--- src/rtl/gso_pkg.sv ---
package gso_pkg;
  typedef enum logic [1:0] {
    SAT_NONE    = 2'd0,
    SAT_DISPLAY = 2'd1,
    SAT_SYM     = 2'd2,
    SAT_RSVD    = 2'd3
  } sat_mode_e;
endpackage

--- src/rtl/gso_field_track.sv ---
module gso_field_track #(
  parameter int ACC_W       = 32,
  parameter int FIELD_W     = 20,
  parameter int FIELD_STEP  = 4,
  parameter int NUM_FIELDS  = 4,
  parameter int FLUSH_LINES = 10,
  localparam int SEL_W      = $clog2(NUM_FIELDS)
) (
  input  logic             clk_i,
  input  logic             rst_ni,
  input  logic [ACC_W-1:0] acc_i,
  input  logic             hres_i,
  input  logic             upd_i,
  output logic [SEL_W-1:0] field_o
);
  localparam int CNT_W = $clog2(FLUSH_LINES + 1);
  localparam logic [SEL_W-1:0] LAST = SEL_W'(NUM_FIELDS - 1);
  localparam logic [CNT_W-1:0] FLUSH = CNT_W'(FLUSH_LINES);

  logic [NUM_FIELDS-1:0] fits;
  logic [SEL_W-1:0]      cand;
  logic [SEL_W-1:0]      field_q;
  logic [CNT_W-1:0]      cnt_q;
  logic                  hres_q;
  logic                  hres_rise;

  assign fits[0] = 1'b1;
  // field k fits when the top k*STEP+1 bits are all copies of the sign
  for (genvar k = 1; k < NUM_FIELDS; k++) begin : g_fit
    localparam int GW = k * FIELD_STEP + 1;
    logic [GW-1:0] grp;
    assign grp     = acc_i[ACC_W-1 -: GW];
    assign fits[k] = (&grp) | ~(|grp);
  end

  always_comb begin
    cand = '0;
    for (int k = 0; k < NUM_FIELDS; k++) begin
      if (fits[k]) cand = SEL_W'(k);
    end
  end

  assign hres_rise = hres_i & ~hres_q;

  always_ff @(posedge clk_i or negedge rst_ni) begin
    if (!rst_ni) begin
      field_q <= LAST;
      cnt_q   <= FLUSH;
      hres_q  <= 1'b0;
    end else begin
      hres_q <= hres_i;
      if (upd_i) begin
        field_q <= LAST;
        cnt_q   <= FLUSH;
      end else if (cnt_q != '0) begin
        if (hres_rise) cnt_q <= cnt_q - 1'b1;
      end else if (cand < field_q) begin
        field_q <= cand;
      end
    end
  end

  assign field_o = field_q;

  // update strobe restarts at the least significant field
  p_upd_restart_r9: assert property (@(posedge clk_i) disable iff (!rst_ni)
    upd_i |=> field_q == LAST);

  // no movement during hold-off
  p_holdoff_r9: assert property (@(posedge clk_i) disable iff (!rst_ni)
    (cnt_q != '0 && !upd_i) |=> $stable(field_q));

  // only toward more significant fields
  p_widen_only_r10: assert property (@(posedge clk_i) disable iff (!rst_ni)
    !upd_i |=> field_q <= $past(field_q));

  // keep FIELD_W referenced for width sanity
  initial begin
    a_geom_r1: assert (ACC_W >= FIELD_W + (NUM_FIELDS - 1) * FIELD_STEP);
  end
endmodule

--- src/rtl/gso_scale.sv ---
module gso_scale #(
  parameter int ACC_W      = 32,
  parameter int FIELD_W    = 20,
  parameter int FIELD_STEP = 4,
  parameter int NUM_FIELDS = 4,
  parameter int GAIN_W     = 4,
  localparam int SEL_W     = $clog2(NUM_FIELDS),
  localparam int PROD_W    = FIELD_W + GAIN_W,
  localparam int OUT_W     = PROD_W - 2 * GAIN_W
) (
  input  logic [ACC_W-1:0]  acc_i,
  input  logic [SEL_W-1:0]  sel_i,
  input  logic [GAIN_W-1:0] gain_i,
  output logic [OUT_W-1:0]  mid_o,
  output logic              ovf_o,
  output logic              neg_o
);
  localparam int TOP_W = PROD_W - (GAIN_W + OUT_W) + 1;

  logic [FIELD_W-1:0] fld [NUM_FIELDS];
  logic [FIELD_W-1:0] fsel;
  logic [PROD_W-1:0]  f_ext;
  logic [PROD_W-1:0]  g_ext;
  logic [PROD_W-1:0]  prod;
  logic [TOP_W-1:0]   top;

  for (genvar k = 0; k < NUM_FIELDS; k++) begin : g_fld
    assign fld[k] = acc_i[ACC_W-1-k*FIELD_STEP -: FIELD_W];
  end

  assign fsel  = fld[sel_i];
  assign f_ext = {{GAIN_W{fsel[FIELD_W-1]}}, fsel};
  assign g_ext = {{FIELD_W{1'b0}}, gain_i};
  // modular product equals the signed x unsigned result in PROD_W bits
  assign prod  = f_ext * g_ext;

  assign mid_o = prod[GAIN_W +: OUT_W];
  assign top   = prod[PROD_W-1 -: TOP_W];
  assign ovf_o = ~((&top) | ~(|top));
  assign neg_o = prod[PROD_W-1];
endmodule

--- src/rtl/gso_clip.sv ---
module gso_clip
  import gso_pkg::*;
#(
  parameter int OUT_W = 16
) (
  input  logic             clk_i,
  input  logic             rst_ni,
  input  logic [OUT_W-1:0] mid_i,
  input  logic             ovf_i,
  input  logic             neg_i,
  input  sat_mode_e        mode_i,
  input  logic [OUT_W-1:0] thr_i,
  output logic [OUT_W-1:0] data_o,
  output logic             ovf_o,
  output logic             gt_o
);
  localparam logic [OUT_W-1:0] POS_MAX = {1'b0, {(OUT_W-1){1'b1}}};
  localparam logic [OUT_W-1:0] NEG_MAX = {1'b1, {(OUT_W-1){1'b0}}};

  logic [OUT_W-1:0] clip_d;
  logic             gt_d;

  always_comb begin
    clip_d = mid_i;
    unique case (mode_i)
      SAT_DISPLAY: begin
        if (neg_i)      clip_d = '0;
        else if (ovf_i) clip_d = POS_MAX;
      end
      SAT_SYM: begin
        if (ovf_i) clip_d = neg_i ? NEG_MAX : POS_MAX;
      end
      default: ;
    endcase
  end

  assign gt_d = $signed(clip_d) > $signed(thr_i);

  always_ff @(posedge clk_i or negedge rst_ni) begin
    if (!rst_ni) begin
      data_o <= '0;
      ovf_o  <= 1'b0;
      gt_o   <= 1'b0;
    end else begin
      data_o <= clip_d;
      ovf_o  <= ovf_i;
      gt_o   <= gt_d;
    end
  end

  // display output never negative
  p_display_nonneg_r4: assert property (@(posedge clk_i) disable iff (!rst_ni)
    (mode_i == SAT_DISPLAY) |=> !data_o[OUT_W-1]);

  // symmetric clamp at both rails
  p_sym_pos_r5: assert property (@(posedge clk_i) disable iff (!rst_ni)
    (mode_i == SAT_SYM && ovf_i && !neg_i) |=> data_o == POS_MAX);
  p_sym_neg_r5: assert property (@(posedge clk_i) disable iff (!rst_ni)
    (mode_i == SAT_SYM && ovf_i && neg_i) |=> data_o == NEG_MAX);

  // flag agrees with the registered sample and last threshold
  p_gt_r7: assert property (@(posedge clk_i) disable iff (!rst_ni)
    rst_ni |=> gt_o == ($signed(data_o) > $signed($past(thr_i))));
endmodule

--- src/rtl/gain_sat_out.sv ---
module gain_sat_out
  import gso_pkg::*;
#(
  parameter int ACC_W       = 32,
  parameter int FIELD_W     = 20,
  parameter int FIELD_STEP  = 4,
  parameter int NUM_FIELDS  = 4,
  parameter int GAIN_W      = 4,
  parameter int FLUSH_LINES = 10,
  localparam int SEL_W      = $clog2(NUM_FIELDS),
  localparam int OUT_W      = FIELD_W - GAIN_W
) (
  input  logic              clk_i,
  input  logic              rst_ni,
  input  logic [ACC_W-1:0]  acc_i,
  input  logic              hres_i,
  input  logic              upd_i,
  input  logic              auto_en_i,
  input  logic [SEL_W-1:0]  man_sel_i,
  input  logic [GAIN_W-1:0] gain_i,
  input  logic [1:0]        sat_mode_i,
  input  logic [OUT_W-1:0]  thr_i,
  output logic [OUT_W-1:0]  data_o,
  output logic              ovf_o,
  output logic              gt_o,
  output logic [SEL_W-1:0]  field_o
);
  logic [SEL_W-1:0] track_sel;
  logic [SEL_W-1:0] sel;
  logic [OUT_W-1:0] mid;
  logic             ovf_c;
  logic             neg_c;
  sat_mode_e        mode;

  gso_field_track #(
    .ACC_W(ACC_W), .FIELD_W(FIELD_W), .FIELD_STEP(FIELD_STEP),
    .NUM_FIELDS(NUM_FIELDS), .FLUSH_LINES(FLUSH_LINES)
  ) u_track (
    .clk_i(clk_i), .rst_ni(rst_ni), .acc_i(acc_i),
    .hres_i(hres_i), .upd_i(upd_i), .field_o(track_sel)
  );

  assign sel  = auto_en_i ? track_sel : man_sel_i;
  assign mode = sat_mode_e'(sat_mode_i);

  gso_scale #(
    .ACC_W(ACC_W), .FIELD_W(FIELD_W), .FIELD_STEP(FIELD_STEP),
    .NUM_FIELDS(NUM_FIELDS), .GAIN_W(GAIN_W)
  ) u_scale (
    .acc_i(acc_i), .sel_i(sel), .gain_i(gain_i),
    .mid_o(mid), .ovf_o(ovf_c), .neg_o(neg_c)
  );

  gso_clip #(.OUT_W(OUT_W)) u_clip (
    .clk_i(clk_i), .rst_ni(rst_ni), .mid_i(mid), .ovf_i(ovf_c),
    .neg_i(neg_c), .mode_i(mode), .thr_i(thr_i),
    .data_o(data_o), .ovf_o(ovf_o), .gt_o(gt_o)
  );

  assign field_o = track_sel;

  // indicator follows tracker even with manual selection
  p_indicator_r11: assert property (@(posedge clk_i) disable iff (!rst_ni)
    upd_i |=> field_o == SEL_W'(NUM_FIELDS - 1));
endmodule

--- config.mk ---
export PLATFORM = sky130hd
export DESIGN_NAME = gain_sat_out
export DESIGN_NICKNAME = d
export VERILOG_FILES = /design/src/rtl/gso_pkg.sv /design/src/rtl/gso_field_track.sv /design/src/rtl/gso_scale.sv /design/src/rtl/gso_clip.sv /design/src/rtl/gain_sat_out.sv
export SDC_FILE = /design/constraint.sdc
export NUM_CORES = 1
export LEC_CHECK = 0
export CAP_MARGIN = 10
export CORE_AREA = 2 2 105 117
export DETAILED_ROUTE_END_ITERATION = 12
export DIE_AREA = 0 0 107 119
export GPL_ROUTABILITY_DRIVEN = 1
export PLACE_DENSITY = 0.66
export SKIP_LAST_GASP = 1
export SLEW_MARGIN = 5
export SYNTH_ARGS = -nofsm -noshare
export SYNTH_HDL_FRONTEND = slang
export SYNTH_SLANG_ARGS = --single-unit
export TNS_END_PERCENT = 100
--- constraint.sdc ---
create_clock -name clk_i -period 10.2 [get_ports clk_i]
set_clock_uncertainty 0.2 [all_clocks]
set_input_delay 2.04 -clock clk_i [delete_from_list [all_inputs] [get_ports clk_i]]
set_output_delay 2.04 -clock clk_i [all_outputs]
set_load 0.01 [all_outputs]
* Word-level counts from Yosys, hierarchy flattened
Cells that the tools add are included.
Widths: inputs -> output; s select.
** Cells by class
- Equal/unequal tests :: 3
- Add/sub/neg operators :: 1
- Multiply operators :: 1
- $lt $le $gt $ge :: 3
- Bitwise logic cells :: 12
- Reduce and logical (&&, ||, !) cells :: 14
- Muxes and demuxes :: 18
** Operators with widths (number)
- $mux 16 :: 4
- $bmux 20 s2 :: 1
- $mux 20 :: 2
- $pmux 16 s2 :: 1
- $mul 24x4->24 :: 1
- $gt 16x16->1 :: 1
- $reduce_and 13->1 :: 1
- $reduce_or 13->1 :: 1
- $mux 2 :: 6
- $mux 4 :: 3
- $reduce_and 5->1 :: 2
- $reduce_or 5->1 :: 2
- $reduce_and 9->1 :: 1
- $reduce_or 9->1 :: 1
- $not 1->1 :: 6
- $reduce_bool 2->1 :: 3
- $or 1x1->1 :: 4
- $reduce_and 2->1 :: 2
- $reduce_bool 4->1 :: 1
- $sub 4x1->4 const B :: 1
- $ge 3x3->1 const B :: 1
- $not 2->3 :: 1
- $eq 2x1->1 const B :: 1
- $eq 2x2->1 const B :: 1
- other kinds (4) :: 4
** Storage, ports and cells
- Logic and storage cells :: 58
- Flip-flop bits (word level) :: 25
- Bits of input ports :: 61

* Depth between registers and ports, before layout
Gate-level depths: netlist (run 1).
- Depth after elaboration :: 13
- Mapped depth :: 29
- Gate-level depth less buffers :: 25

* Hierarchy
A second synthesis (run 1) with hierarchy kept.
** Second synthesis, totals
- Cells, all modules :: 514
- Area total of the unflattened synthesis :: 4682.0 µm²
** Modules (own cells, without submodules)
- gso_scale :: cells each 351, sequential area each 0.0 µm², instances 1, area each 3085.5 µm²
- gso_clip :: cells each 109, sequential area each 450.4 µm², instances 1, area each 1094.8 µm²
- gso_field_track :: cells each 52, sequential area each 180.2 µm², instances 1, area each 479.2 µm²
- gain_sat_out :: cells each 2, sequential area each 0.0 µm², instances 1, area each 22.5 µm²

* Worst setup path after synthesis (run 1)
No wires, ideal clock.
- Path type :: in2reg
- Start point :: input auto_en_i
- End point :: register u_clip.gt_o
- Cell stages on the path :: 28
- Data required time :: 9880 ps
- Library setup time :: 120 ps
- Setup slack :: 1214 ps
- Data arrival time :: 8665 ps
- Cells stage by stage :: mux2i_2 -> clkbuf_1 -> clkbuf_1 -> mux4_2 -> and2_1 -> fa_1 -> inv_1 -> fa_1 -> inv_1 -> ha_1 -> nand3_1 -> nor3_1 -> a22oi_4 -> a2111oi_1 -> nor3_1 -> nor4_1 -> o31ai_4 -> buf_4 -> o41ai_1 -> ha_1 -> a21oi_1 -> a21boi_0 -> o21a_1 -> o21ai_0 -> nand2b_1 -> a221oi_1 -> and4b_1 -> nor3_1
** On the way
- Word-level cells in the longest chain between the ends :: 13
- Elaborated cells on any way between the ends :: 16
- Classes of those cells :: mul: 1; order compare: 1; mux: 9; bitwise: 3; reduce/logical: 2
** RTL lines
- start: declaration :: line gain_sat_out.sv:18 : input logic auto_en_i,
- $mux 2 * :: line gain_sat_out.sv:43 : assign sel = auto_en_i ? track_sel : man_sel_i;
- $not 2->3 (not written as such) * :: line gso_scale.sv:31 : assign fsel = fld[sel_i];
- $bmux 20 s2 * :: line gso_scale.sv:31
- $mux 20 (not written as such) * (2 in a row) :: line gso_scale.sv:31
- $mul 24x4->24 * :: line gso_scale.sv:35 : assign prod = f_ext * g_ext;
- $reduce_or 5->1 :: line gso_scale.sv:39 : assign ovf_o = ~((&top) | ~(|top));
- $not 1->1 :: line gso_scale.sv:39
- $or 1x1->1 :: line gso_scale.sv:39
- $mux 16 :: line gso_clip.sv:28 : else if (ovf_i) clip_d = POS_MAX;
- $mux 16 :: line gso_clip.sv:27 : if (neg_i) clip_d = '0;
- $pmux 16 s2 * :: line gso_clip.sv:25 : unique case (mode_i)
- net u_clip.clip_d[10] :: line gso_clip.sv:20 : logic [OUT_W-1:0] clip_d;
- $gt 16x16->1 * :: line gso_clip.sv:37 : assign gt_d = $signed(clip_d) > $signed(thr_i);
- net u_clip.gt_d :: line gso_clip.sv:21 : logic gt_d;
- end signal: assignment :: line gso_clip.sv:47 : gt_o <= gt_d;
- end: declaration :: line gso_clip.sv:15 : output logic gt_o
The timed path passes the listed nets; every way through them passes the cells marked *. The select of a mux whose other input is x is not followed.
A chain may end at the register's enable or synchronous reset.

* Final worst setup path (run 1)
Same ends and word-level chain as after synthesis.

==> run summary, run 1 <==
Outcome - completed
Resized Gates After CTS - 0
CP required - 10150 ps
Clock buffer depth - 2
Final worst path period share - 94.0%
Simple-Gate Fraction of Synth Area - 20.1%
Initial core utilization - 42.8%
Worst-Margin Slew - 740 ps
Max VDD drop - 79.3 µV
First-pass GRT wire length - 20.8 mm
Post-route minimum period - 9580 ps
Critical Path Fanout Max - 12
EDFF count, synth - 0
Wirelength per Cell - 15.7 µm
Inserted Diodes - 0
Largest family of logic cells by synthesized area - adder cells
Core area - 11700 µm²
Detailed Route WL - 12.4 mm
Largest net degree at the start of global routing - 26
Startpoint Class - input port
Unique masters post-synth - 69
Layout cells sized above 1 - 9.23%
Register area share after synthesis - 12.6%
DRT Pass-1 Iters - 4
P&R area growth vs syn - 21.2%
Die width - 107 µm
Synth top area cells - fa_1 16%, ha_1 11%, dfrtp_1 10%
Worst min path class - reg2reg
CTS tree - yes
Synth cell count leaders - 92 x inv_1, 59 x and2_1, 45 x nand2_1
Crit-path max cell delay - 630 ps
Worst slew margin - 50.0%
Die footprint - 12700 µm²
Clock Latency Late Sink - 260 ps
Top-area cell type share of the netlist area - 16.0%
Reg2Reg Setup Slack - 2400 ps
Residual DRC - 0
Post-synthesis register bit count - 25
RSZ-0062 raised after global routing - false
Nets - 784
Critical path's most frequent cell - o21a_1
Post-Synthesis Cells - 565
Final hold violation count - 0
Max Freq - 104 MHz
Setup bufs post-CTS - 0
Ys Warns - 0
Syn Std Cell Area - 5010 µm²
Area leader, netlist - fa_1
Compound-Gate Fraction of Synth Area - 17.2%
Critical path class - in2reg
Initial antenna violation count - 0
Power per Cell Area - 184 nW/µm²
Final setup violation count - 0
Count leader, synth - inv_1
Leak - 0.00281 µW
Adder-Cell Fraction of Synth Area - 26.7%
Number of placement rows - 42
Min Hold Slack - 372 ps
CTS HTree Levels - 1
Grt total ovfl - 0
GPL Wtd Cong - 0.938
Max stage delay cell, worst path - mux4_2
Ys flop type - dfrtp_1
Max-slew violations - 0
Dpl hpwl - 10.7 mm
Clk sink count - 25
I/O Pins - 81
Antenna viol nets, final - 0
Max cap viols - 0
Asr flop ratio synth - 100%
Xor/xnor share of the synthesized area - 3.30%
Reg-to-Reg Start - u_track.field_o[1]
Crit. End Element - register
Crit. Startpoint - auto_en_i
Syn_area_per_cell - 8.87 µm²
CTS Hold Buffers Added - 0
Number of nets produced by synthesis - 709
CTS Buf Count - 3
Hold_sp - u_track.cnt_q[3]
Post-synthesis mux area share - 11.4%
Port bufs - 80
Gr usage total - 19.8%
Vias/cell - 5.43
Clk slew on worst S/H paths - 70 ps
Routed vias - 4308
Vias in the first global route - 4530
Starting DRT DRC Count - 176
Crit path arrival time - 9530 ps
Die H - 119 µm
Setup TNS - 0 ps
Clock root buffer - clkbuf_16
==> worst max-delay path, delay by kind of cell <==
kind                     cells  cell delay (ps)
AND/OR/NAND/NOR              6             1550
adder cells (fa/ha/maj)      4             1760
multiplexers                 2             1140
buffers and inverters        3              590
AO/OA/AOI/OAI               11             2460
==> placed cells by master (no fill, tap or decap), drive strengths merged, types with 5 or more instances in the layout <==
master,n
nand3,9
inv,92
fa,40
and2,59
nand4,5
xor2,7
buf,9
ha,43
and3,6
a21o,6
nand2,46
nand2b,5
nor3,16
o41ai,13
mux2i,10
a21oi,20
nor2,28
dfrtp,21
clkdlybuf4s50,80
o21a,8
xnor2,11
o21ai,18
mux4,20
==> worst paths after layout <==
check	to	depth (start not counted)
setup reg to reg	u_clip.gt_o	25
setup / recovery	u_clip.gt_o	26
hold / removal	u_track.cnt_q[3]	2
min in group asynchronous	u_clip.data_o[3]	2
max in group asynchronous	u_track.field_o[0]	2
hold reg to reg	u_track.cnt_q[3]	2
==> cell type report <==
cell class	instances	area [µm²]
fillers	1117	5640
multi-input cells	429	3960
repair buffers	89	868
flip-flops and latches	25	631
inverters	92	345
well taps	154	193
clock buffers	3	75.1
clock inverters	1	7.51
==> sequential cells by signal, indices dropped and copies added (netlist names) <==
signal and flops:
u_clip.gt_o 1, u_track.field_o 2, u_clip.data_o 16, u_clip.ovf_o 1, u_track.hres_q 1, u_track.cnt_q 4
==> routing by layer <==
layer,global-route usage [%],wire length [µm],up-vias
met4,4.95,213,0
met5,0,0,-
li1,-,-,2105
met2,36.6,6250,139
met1,24.4,5430,2046
met3,2.13,541,18
==> per-stage QoR <==
stage               cell area (µm²)  cells  util (%)  total power [µW]  worst slack [ps]
global placement               5990    789      51.1              1000               325
global route                   6080    793      51.9              1230               155
CTS                            6070    793      51.8              1120               374
floorplan                      5010    565         -               769              1210
detailed placement             5990    789      51.1              1020               108
finish                         6080    793      51.9              1120               617
==> power by group <==
part           internal, µW  switching (µW)
registers               135            8.58
logic                   387             494
clock network          53.3            37.6
total                   575             540
==> cells by family (layout without fill, tap and decap cells) <==
group                    Yosys count  in the layout
multiplexers                      31             31
adder cells (fa/ha/maj)           83             83
flip-flops                        25             25
AND/OR/NAND/NOR                  191            191
buffers and inverters            111            185
XOR/XNOR                          18             18
AO/OA/AOI/OAI                    106            106
No activity file was read; power rests on OpenSTA's default activity.
==> inputs of run 2 (changes only) <==
==> constraint.sdc (replaced) <==
create_clock -name clk_i -period 10.2 [get_ports clk_i]
set_clock_uncertainty 0.2 [all_clocks]
set_input_delay 2.04 -clock clk_i [delete_from_list [all_inputs] [get_ports clk_i]]
set_output_delay 2.04 -clock clk_i [all_outputs]
set_load 0.05 [all_outputs]
==> results of run 2 <==
Same layout as run 1 (identical final DEF). Status: completed.
Main changes from that run: total power 1120 µW -> 1210 µW; worst IR drop on VDD 79.3 µV -> 116 µV
==> inputs of run 3 (changes only) <==
--- a/config.mk
+++ b/config.mk
@@ -6,11 +6,11 @@
 export NUM_CORES = 1
 export LEC_CHECK = 0
 export CAP_MARGIN = 10
-export CORE_AREA = 2 2 105 117
+export CORE_AREA = 2 2 91 136
 export DETAILED_ROUTE_END_ITERATION = 12
-export DIE_AREA = 0 0 107 119
+export DIE_AREA = 0 0 93 138
 export GPL_ROUTABILITY_DRIVEN = 1
-export PLACE_DENSITY = 0.66
+export PLACE_DENSITY = 0.65
 export SKIP_LAST_GASP = 1
 export SLEW_MARGIN = 5
 export SYNTH_ARGS = -nofsm -noshare
==> run 3 against run 2 <==
Cell count shrank 0.13%. Via count grew 1.9%. Die area grew 0.79%. Largest power group unchanged. Critical endpoint unchanged. Hold slack gained 7.5 ps. First-iteration DRC count grew 69%. Flip-flop and latch count is the same.
==> run summary, run 3 (synthesis gave the netlist of run 1 again) <==
Core area - 11800 µm²
Crit path max-delay family - compound AO/OA/AOI/OAI gates
Crit-path max cell delay - 630 ps
Worst-Margin Slew - 770 ps
Most frequent cells in the layout - 92 x inv_1, 80 x clkdlybuf4s50_1, 59 x and2_1
Worst min path class - reg2reg
Worst path bufs/invs - 3
Critical path's most frequent cell - nor3_1
Clock Latency Late Sink - 270 ps
Detailed Route WL - 12.6 mm
Inserted Diodes - 0
Setup bufs post-CTS - 0
CTS Buf Count - 3
Startpoint Class - input port
Largest net degree at the start of global routing - 26
Max reg flops - 16
CTS HTree Levels - 1
Highest layer used for signal routing - met4
Post-layout util - 51.5%
Post-route minimum period - 9480 ps
Critical path class - in2reg
Final setup violation count - 0
Met1 wire length - 4.96 mm
Clk slew on worst S/H paths - 70 ps
Die footprint - 12800 µm²
Port bufs - 80
Layout cells sized above 1 - 9.08%
Max cap viols - 0
Clk sink count - 25
I/O Pins - 81
RSZ-0062 raised after global routing - false
Metal2 WL - 6.74 mm
Setup TNS - 0 ps
Leading cell type in the layout, fill and taps excluded - inv_1
CTS tree - yes
Final worst path period share - 92.9%
Outcome - completed
# fillers - 1122
Final hold violation count - 0
Crit. End Element - register
Grt total ovfl - 0
Power per Cell Area - 201 nW/µm²
Max stage delay cell, worst path - mux4_2
Initial antenna violation count - 0
P&R area growth vs syn - 21.0%
Vias in the first global route - 4764
Leak - 0.00281 µW
Worst slew margin - 48.0%
Largest Register - u_clip.data_o
Clock root buffer - clkbuf_16
CTS Hold Buffers Added - 0
Crit path arrival time - 9440 ps
Max-slew violations - 0
Number of placement rows - 49
Nets - 784
Vias/cell - 5.54
Starting DRT DRC Count - 297
Wirelength per Cell - 16.0 µm
Routed vias - 4388
GPL Wtd Cong - 0.903
Pre-CTS setup slack - 443 ps
First-pass GRT wire length - 21.7 mm
Dpl hpwl - 10.9 mm
Resized Gates After CTS - 0
Initial core utilization - 42.6%
Met3 WL - 522 µm
DRT Pass-1 Iters - 4
Die H - 138 µm
Gr usage total - 20.2%
Max VDD drop - 71.7 µV
Residual DRC - 0
Critical Path Fanout Max - 12
CP required - 10160 ps
Antenna viol nets, final - 0
Die width - 93 µm
PnR worst setup slack - 723 ps
Max Freq - 106 MHz
Clock buffer depth - 2
-- run 3: cell type report --
class | instances | area, µm² | area share (%)
Multi-Input combinational cell | 429 | 3950 | 65.1
Timing Repair Buffer | 89 | 868 | 14.3
Sequential cell | 25 | 631 | 10.4
Inverter | 92 | 345 | 5.69
Tap cell | 153 | 191 | 3.16
Clock buffer | 3 | 75.1 | 1.24
Clock inverter | 1 | 5.00 | 0.0825
-- run 3: stage by stage --
stage               hold slack (ps)  total power (µW)  instances  cell area [µm²]
detailed placement              371              1120        788             5990
floorplan                       333               866        565             5010
global route                    416              1330        792             6070
global placement                355              1100        788             5990
finish                          379              1220        792             6070
CTS                             379              1220        792             6070
-- run 3: tightest hold or removal path: cells and delay by family, from the launching register on --
kind,cells,cell delay [ps]
XOR/XNOR,1,150
AND/OR/NAND/NOR,1,50
flip-flops,1,380
-- run 3: path summary, 6_finish.rpt --
check                              startpoint                  to  slack, ps  cells after the start
min                          u_track.cnt_q[3]    u_track.cnt_q[3]        380                      2
max                                 auto_en_i         u_clip.gt_o        720                     26
max in group asynchronous              rst_ni  u_track.field_o[0]       7580                      2
min reg2reg                  u_track.cnt_q[3]    u_track.cnt_q[3]        380                      2
min in group asynchronous              rst_ni    u_clip.data_o[2]       1930                      2
max reg2reg                u_track.field_o[1]         u_clip.gt_o       2520                     25
-- run 3: power breakdown --
group / internal, µW / leakage (µW) / total (µW) / switching (µW)
combinational: 388 / 0.00246 / 982 / 595
sequential: 135 / 0.000303 / 143 / 7.79
clock: 53.0 / 0.0000409 / 91.6 / 38.5
total: 576 / 0.00281 / 1220 / 641
-- run 3: metal layers --
metal  vias up  global-route usage, %
met5         -                      0
met4         0                   6.97
met2       151                   38.0
met1      2090                   23.4
li1       2106                      -
met3        41                   2.07
